`config.mk`:
```
export PLATFORM = sky130hd
export DESIGN_NAME = hsmac_unit
export DESIGN_NICKNAME = d
export VERILOG_FILES = /design/src/rtl/hsmac_pkg.sv /design/src/rtl/hsmac_opsel.sv /design/src/rtl/hsmac_mult.sv /design/src/rtl/hsmac_accum.sv /design/src/rtl/hsmac_qflag.sv /design/src/rtl/hsmac_unit.sv
export SDC_FILE = /design/constraint.sdc
export NUM_CORES = 2
export LEC_CHECK = 0
export BUFFER_PORTS_ARGS = -buffer_cell sky130_fd_sc_hd__buf_2
export CAP_MARGIN = 10
export CORE_MARGIN = 2
export CORE_UTILIZATION = 25
export CTS_BUF_LIST = sky130_fd_sc_hd__clkbuf_4
export CTS_CLUSTER_SIZE = 25
export DETAILED_ROUTE_END_ITERATION = 8
export PLACE_DENSITY_LB_ADDON = 0.08
export SLEW_MARGIN = 10
export SYNTH_ARGS = -nofsm -noshare
export SYNTH_HDL_FRONTEND = slang
export SYNTH_HIERARCHICAL = 1
export SYNTH_SLANG_ARGS = --single-unit
```
`constraint.sdc`:
```
create_clock -name clk -period 22.1 [get_ports clk]
set_clock_uncertainty 0.15 [all_clocks]
set_input_delay 4.42 -clock clk [delete_from_list [all_inputs] [get_ports clk]]
set_output_delay 4.42 -clock clk [all_outputs]
set_load 0.05 [all_outputs]
```
`src/rtl/hsmac_pkg.sv`:
```
package hsmac_pkg;
   typedef enum logic [1:0] {
      OP_MAC16 = 2'b00,
      OP_W32   = 2'b01,
      OP_MACL  = 2'b10,
      OP_MUL16 = 2'b11
   } hsmac_op_e;
endpackage

```
`src/rtl/hsmac_opsel.sv`:
```
module hsmac_opsel
   import hsmac_pkg::*;
#(
   parameter int HALF_W = 16,
   localparam int WORD_W = 2 * HALF_W
) (
   input  hsmac_op_e          op,
   input  logic               sel_a,
   input  logic               sel_b,
   input  logic [WORD_W-1:0]  opnd_a,
   input  logic [WORD_W-1:0]  opnd_b,
   output logic [WORD_W-1:0]  mul_a,
   output logic [HALF_W-1:0]  mul_b
);
   logic [HALF_W-1:0] halves_a [2];
   logic [HALF_W-1:0] halves_b [2];

   for (genvar g = 0; g < 2; g++) begin : g_split
      assign halves_a[g] = opnd_a[g*HALF_W +: HALF_W];
      assign halves_b[g] = opnd_b[g*HALF_W +: HALF_W];
   end

   logic [HALF_W-1:0] pick_a;
   assign pick_a = halves_a[sel_a];
   assign mul_b  = halves_b[sel_b];

   // the 32x16 mode uses all of opnd_a; the others a sign-extended half
   always_comb begin
      if (op == OP_W32) mul_a = opnd_a;
      else              mul_a = {{HALF_W{pick_a[HALF_W-1]}}, pick_a};
   end
endmodule

```
`src/rtl/hsmac_mult.sv`:
```
module hsmac_mult #(
   parameter int HALF_W = 16,
   localparam int WORD_W = 2 * HALF_W,
   localparam int PROD_W = 3 * HALF_W
) (
   input  logic [WORD_W-1:0] mul_a,
   input  logic [HALF_W-1:0] mul_b,
   output logic [PROD_W-1:0] prod
);
   logic [PROD_W-1:0] ext_a;
   logic [PROD_W-1:0] ext_b;
   assign ext_a = {{HALF_W{mul_a[WORD_W-1]}}, mul_a};
   assign ext_b = {{WORD_W{mul_b[HALF_W-1]}}, mul_b};
   // low PROD_W bits of the extended product are the exact signed result
   assign prod  = ext_a * ext_b;
endmodule

```
`src/rtl/hsmac_accum.sv`:
```
module hsmac_accum
   import hsmac_pkg::*;
#(
   parameter int HALF_W = 16,
   localparam int WORD_W = 2 * HALF_W,
   localparam int PROD_W = 3 * HALF_W,
   localparam int DWORD_W = 4 * HALF_W
) (
   input  hsmac_op_e          op,
   input  logic               sel_a,
   input  logic [PROD_W-1:0]  prod,
   input  logic [WORD_W-1:0]  acc_lo,
   input  logic [WORD_W-1:0]  acc_hi,
   output logic [WORD_W-1:0]  sum_lo,
   output logic [WORD_W-1:0]  sum_hi,
   output logic               ovf
);
   logic [WORD_W-1:0]  prod_short;
   logic [WORD_W-1:0]  prod_top;
   logic [WORD_W-1:0]  addend;
   logic [WORD_W-1:0]  sum32;
   logic [DWORD_W-1:0] sum64;
   logic               add32;

   assign prod_short = prod[WORD_W-1:0];
   assign prod_top   = prod[PROD_W-1:HALF_W];

   always_comb begin
      addend = prod_short;
      add32  = 1'b0;
      unique case (op)
         OP_MAC16: add32 = 1'b1;
         OP_W32: begin
            addend = prod_top;
            add32  = ~sel_a;
         end
         default: ;
      endcase
   end

   assign sum32 = addend + acc_lo;
   assign sum64 = {acc_hi, acc_lo} + {{WORD_W{prod_short[WORD_W-1]}}, prod_short};

   always_comb begin
      sum_hi = '0;
      if (op == OP_MACL) {sum_hi, sum_lo} = sum64;
      else if (add32)    sum_lo = sum32;
      else               sum_lo = addend;
   end

   // like-signed addends giving an opposite-signed sum
   assign ovf = add32 && (addend[WORD_W-1] == acc_lo[WORD_W-1])
                      && (sum32[WORD_W-1] != addend[WORD_W-1]);

   always_comb begin
      if (op == OP_MACL || op == OP_MUL16)
         a_r7_no_ovf_modes: assert (!ovf);
   end
endmodule

```
`src/rtl/hsmac_qflag.sv`:
```
module hsmac_qflag #(
   parameter bit SET_WINS = 1'b1
) (
   input  logic clk,
   input  logic rst_n,
   input  logic set_req,
   input  logic clr_req,
   output logic q
);
   logic q_next;

   if (SET_WINS) begin : g_set_wins
      assign q_next = (q & ~clr_req) | set_req;
   end else begin : g_clr_wins
      assign q_next = (q | set_req) & ~clr_req;
   end

   always_ff @(posedge clk) begin
      if (!rst_n) q <= 1'b0;
      else        q <= q_next;
   end

   a_r7_sticky: assert property (@(posedge clk) disable iff (!rst_n)
      q && !clr_req |=> q);
   a_r8_clear: assert property (@(posedge clk) disable iff (!rst_n)
      clr_req && !set_req |=> !q);
   a_r6_set: assert property (@(posedge clk) disable iff (!rst_n)
      set_req && !clr_req |=> q);
endmodule

```
`src/rtl/hsmac_unit.sv`:
```
module hsmac_unit
   import hsmac_pkg::*;
#(
   parameter int HALF_W = 16,
   parameter bit Q_SET_WINS = 1'b1,
   localparam int WORD_W = 2 * HALF_W,
   localparam int PROD_W = 3 * HALF_W
) (
   input  logic              clk,
   input  logic              rst_n,
   input  logic              valid_in,
   input  logic [1:0]        op,
   input  logic              sel_a,
   input  logic              sel_b,
   input  logic [WORD_W-1:0] opnd_a,
   input  logic [WORD_W-1:0] opnd_b,
   input  logic [WORD_W-1:0] acc_lo,
   input  logic [WORD_W-1:0] acc_hi,
   input  logic              q_clear,
   output logic              valid_out,
   output logic [WORD_W-1:0] res_lo,
   output logic [WORD_W-1:0] res_hi,
   output logic              q_flag
);
   if (HALF_W < 2) begin : g_bad_width
      $error("hsmac_unit: HALF_W must be at least 2");
   end

   hsmac_op_e         op_e;
   logic [WORD_W-1:0] mul_a;
   logic [HALF_W-1:0] mul_b;
   logic [PROD_W-1:0] prod;
   logic [WORD_W-1:0] sum_lo;
   logic [WORD_W-1:0] sum_hi;
   logic              ovf;

   assign op_e = hsmac_op_e'(op);

   hsmac_opsel #(.HALF_W(HALF_W)) u_opsel (
      .op(op_e), .sel_a(sel_a), .sel_b(sel_b),
      .opnd_a(opnd_a), .opnd_b(opnd_b),
      .mul_a(mul_a), .mul_b(mul_b)
   );

   hsmac_mult #(.HALF_W(HALF_W)) u_mult (
      .mul_a(mul_a), .mul_b(mul_b), .prod(prod)
   );

   hsmac_accum #(.HALF_W(HALF_W)) u_accum (
      .op(op_e), .sel_a(sel_a), .prod(prod),
      .acc_lo(acc_lo), .acc_hi(acc_hi),
      .sum_lo(sum_lo), .sum_hi(sum_hi), .ovf(ovf)
   );

   hsmac_qflag #(.SET_WINS(Q_SET_WINS)) u_qflag (
      .clk(clk), .rst_n(rst_n),
      .set_req(valid_in & ovf), .clr_req(q_clear),
      .q(q_flag)
   );

   always_ff @(posedge clk) begin
      if (!rst_n) begin
         valid_out <= 1'b0;
         res_lo    <= '0;
         res_hi    <= '0;
      end else begin
         valid_out <= valid_in;
         if (valid_in) begin
            res_lo <= sum_lo;
            res_hi <= sum_hi;
         end
      end
   end

   a_r9_latency: assert property (@(posedge clk) disable iff (!rst_n)
      valid_in |=> valid_out);
   a_r9_idle: assert property (@(posedge clk) disable iff (!rst_n)
      !valid_in |=> !valid_out && $stable(res_lo) && $stable(res_hi));
   a_r9_hi_zero: assert property (@(posedge clk) disable iff (!rst_n)
      valid_in && op != 2'b10 |=> res_hi == '0);
   a_r7_no_set_plain: assert property (@(posedge clk) disable iff (!rst_n)
      valid_in && (op == 2'b11 || op == 2'b10) && !q_flag |=> !q_flag);
   a_r10_reset: assert property (@(posedge clk)
      !rst_n |=> !valid_out && !q_flag && res_lo == '0 && res_hi == '0);
endmodule

```
==> results.md <==
- Status: finished clean
- CP peak stage delay: 0.70 ns
- Max Clk Rate: 0.06843 GHz
- WP data required: 22.43 ns
- GR peak layer: met2
- Crit path max fanout: 18
- Worst Tran Pin Value: 0.9532 ns
- Number of H-tree levels: 3
- GRT met3 Usage: 2.019%
- Drt pass-1 iters: 5
- RePlAce Congestion: 0.8390
- Drt drc: 0
- Slew margin rel.: 36.46%
- WS Path Type: in -> reg
- Post-Syn Area: 28050 um2
- Post-CTS Resized: 0
- Placed wire-length estimate: 84.54 mm
- Worst min path class: reg -> reg
- Commonest non-fill, non-tap cell in the layout: inv_1
- Vias per cell: 4.592
- Leading cell types in the layout, fill and taps excluded: inv_1 (581), fa_1 (488), nand2_1 (392), and2_1 (215), ha_1 (211)
- Syn avg cell area: 8.447 um2
- Reg2reg setup slack: 21.23 ns
- P&R area growth vs syn: 8.689%
- Root Buffer: clkbuf_4
- Fin. max-slew vios: 0
- EDFF count, synth: 0
- Via count: 22420
- Setup crit end: res_lo[31]
- Core Region: 111000 um2
- Startpoint Class: input port
- Die H: 339.0 um
- Die area: 114900 um2
- Sum of negative setup slack: 0 ns
- Initial antenna violation count: 5
- Port bufs: 201
- Cell mode on critical path: fa_1
- Final Net Count: 4223
- RR Endpoint: res_hi[0]
- Initial core utilization: 25.28%
- Ports: 202
- FF-to-FF Start: res_hi[0]
- Global route overflow: 0
- Place WS: 6.935 ns
- Sink Count: 66
- TritonCTS clock tree: built
- Seq/Total Area, Yosys: 4.710%
- Vias in the first global route: 24010
- Final wirelength: 103.0 mm
- Final WS setup: 7.487 ns
- Cells after Synth: 3321
- Drt wl/cell: 21.09 um
- Final Cycle Share: 66.12%
- CTS Hold Bufs: 0
- Post-route ant nets: 0
- R2R depth: 2
- RSZ-0062 raised after global routing: no
- First-pass GRT wire length: 158.2 mm
- Max Cap Violations: 0
- Netlist cell types: 96
- Largest net degree at the start of global routing: 67
- Slowest-stage cell, CP: o21a_1
- Met2 Resource Use GR: 28.03%
- DR iter-0 viols: 1151
- Final hold vios: 0
- Crit path from: op[0]
- Clk pin slew, worst setup/hold paths: 0.18 ns
- GRT Util Overall: 18.05%
- Flops & latches, synth: 66
- Met1 Usage GRT: 26.86%
- Syn Nets: 4156
- Post-CTS Setup Repair Bufs: 0
- Crit path DAT: 14.95 ns
- Critical path's top delay family: compound AO/OA/AOI/OAI gates
- Row cnt: 122
- Ys async rst share: 0%
- Worst skew pair latency: 0.56 ns
- Synth Flop Type: dfxtp_1
- Crit path buf inv count: 4
- CTS Buf Count: 9
- CTS max path bufs: 2
- Tmin final: 14.61 ns
- Share of cells above drive strength 1: 10.23%
- Final Setup Violations: 0
- Yosys warnings: 6
- Crit. End Element: flip-flop
- WP depth: 37
- Chip Width: 339.0 um
-- per-stage QoR --
step	util, %	area (um2)	hold WS, ns	cells
after CTS	27.47	30490	0.3849	4881
final	27.47	30490	0.3759	4882
after global placement	27.30	30290	0.3497	4865
after global routing	27.47	30490	0.4020	4882
after detailed placement	27.30	30290	0.3505	4865
after floorplan	-	28050	0.5930	3321
-- worst min-delay path by stage --
| stage | start | to | slack (ns) | depth (start not counted) |
|---|---|---|---|---|
| floorplan | res_hi[0] | res_hi[0] | 0.59 | 2 |
| finish | res_lo[7] | res_lo[7] | 0.38 | 2 |
| global route | res_hi[12] | res_hi[12] | 0.40 | 2 |
| detailed placement | res_lo[7] | res_lo[7] | 0.35 | 2 |
| global placement | res_lo[5] | res_lo[5] | 0.35 | 2 |
| CTS | res_lo[12] | res_lo[12] | 0.38 | 2 |
-- layer usage --
metal  vias to the layer above  share of wire, %
met5                         -             0.032
met4                         6               1.8
met3                        53               3.5
met2                       435                44
met1                     11170                51
li1                      10750                 -
-- synth_stat cells, types with 75 or more instances --
master    count  area (um2)
inv_1       581        2181
nand2_1     392        1471
fa_1        488        9769
a21oi_1     146       730.7
o21ai_0      76       380.4
nor2b_1      75       469.2
clkbuf_1    138       518.0
ha_1        211        2640
and2_1      215        1345
nor2_1      140       525.5
xnor2_1      77       674.4
a21o_1       88       660.6
-- worst register-to-register path: stages, from the launching register on --
cell and delay [ns]:
dfxtp_1 0.45, mux2i_1 0.10, nor2b_1 0.12
-- final cells by class --
cell class / count / area [um2]
antenna: 1 / 2.502
clock buffer: 9 / 67.56
clock inverter: 7 / 125.1
fill: 12250 / 80480
inverter: 582 / 2185
multi-input combinational: 2511 / 23790
sequential: 66 / 1321
tap: 1488 / 1862
timing repair buffer: 218 / 1136
-- registers in the layout, indices dropped and copies added, names as in the netlist --
name,count
res_hi,32
u_qflag/q,1
valid_out,1
res_lo,32
-- cell families after synthesis --
kind of cell,synth area share [%]
XOR/XNOR,3.747
multiplexers,5.205
flip-flops,4.710
adder cells (fa/ha/maj),44.24
AO/OA/AOI/OAI,13.97
AND/OR/NAND/NOR,17.60
buffers and inverters,10.53
Power is left out: the tool's default activity adds up to more than one toggle a clock period on the data nets, which glitch-free logic cannot reach.
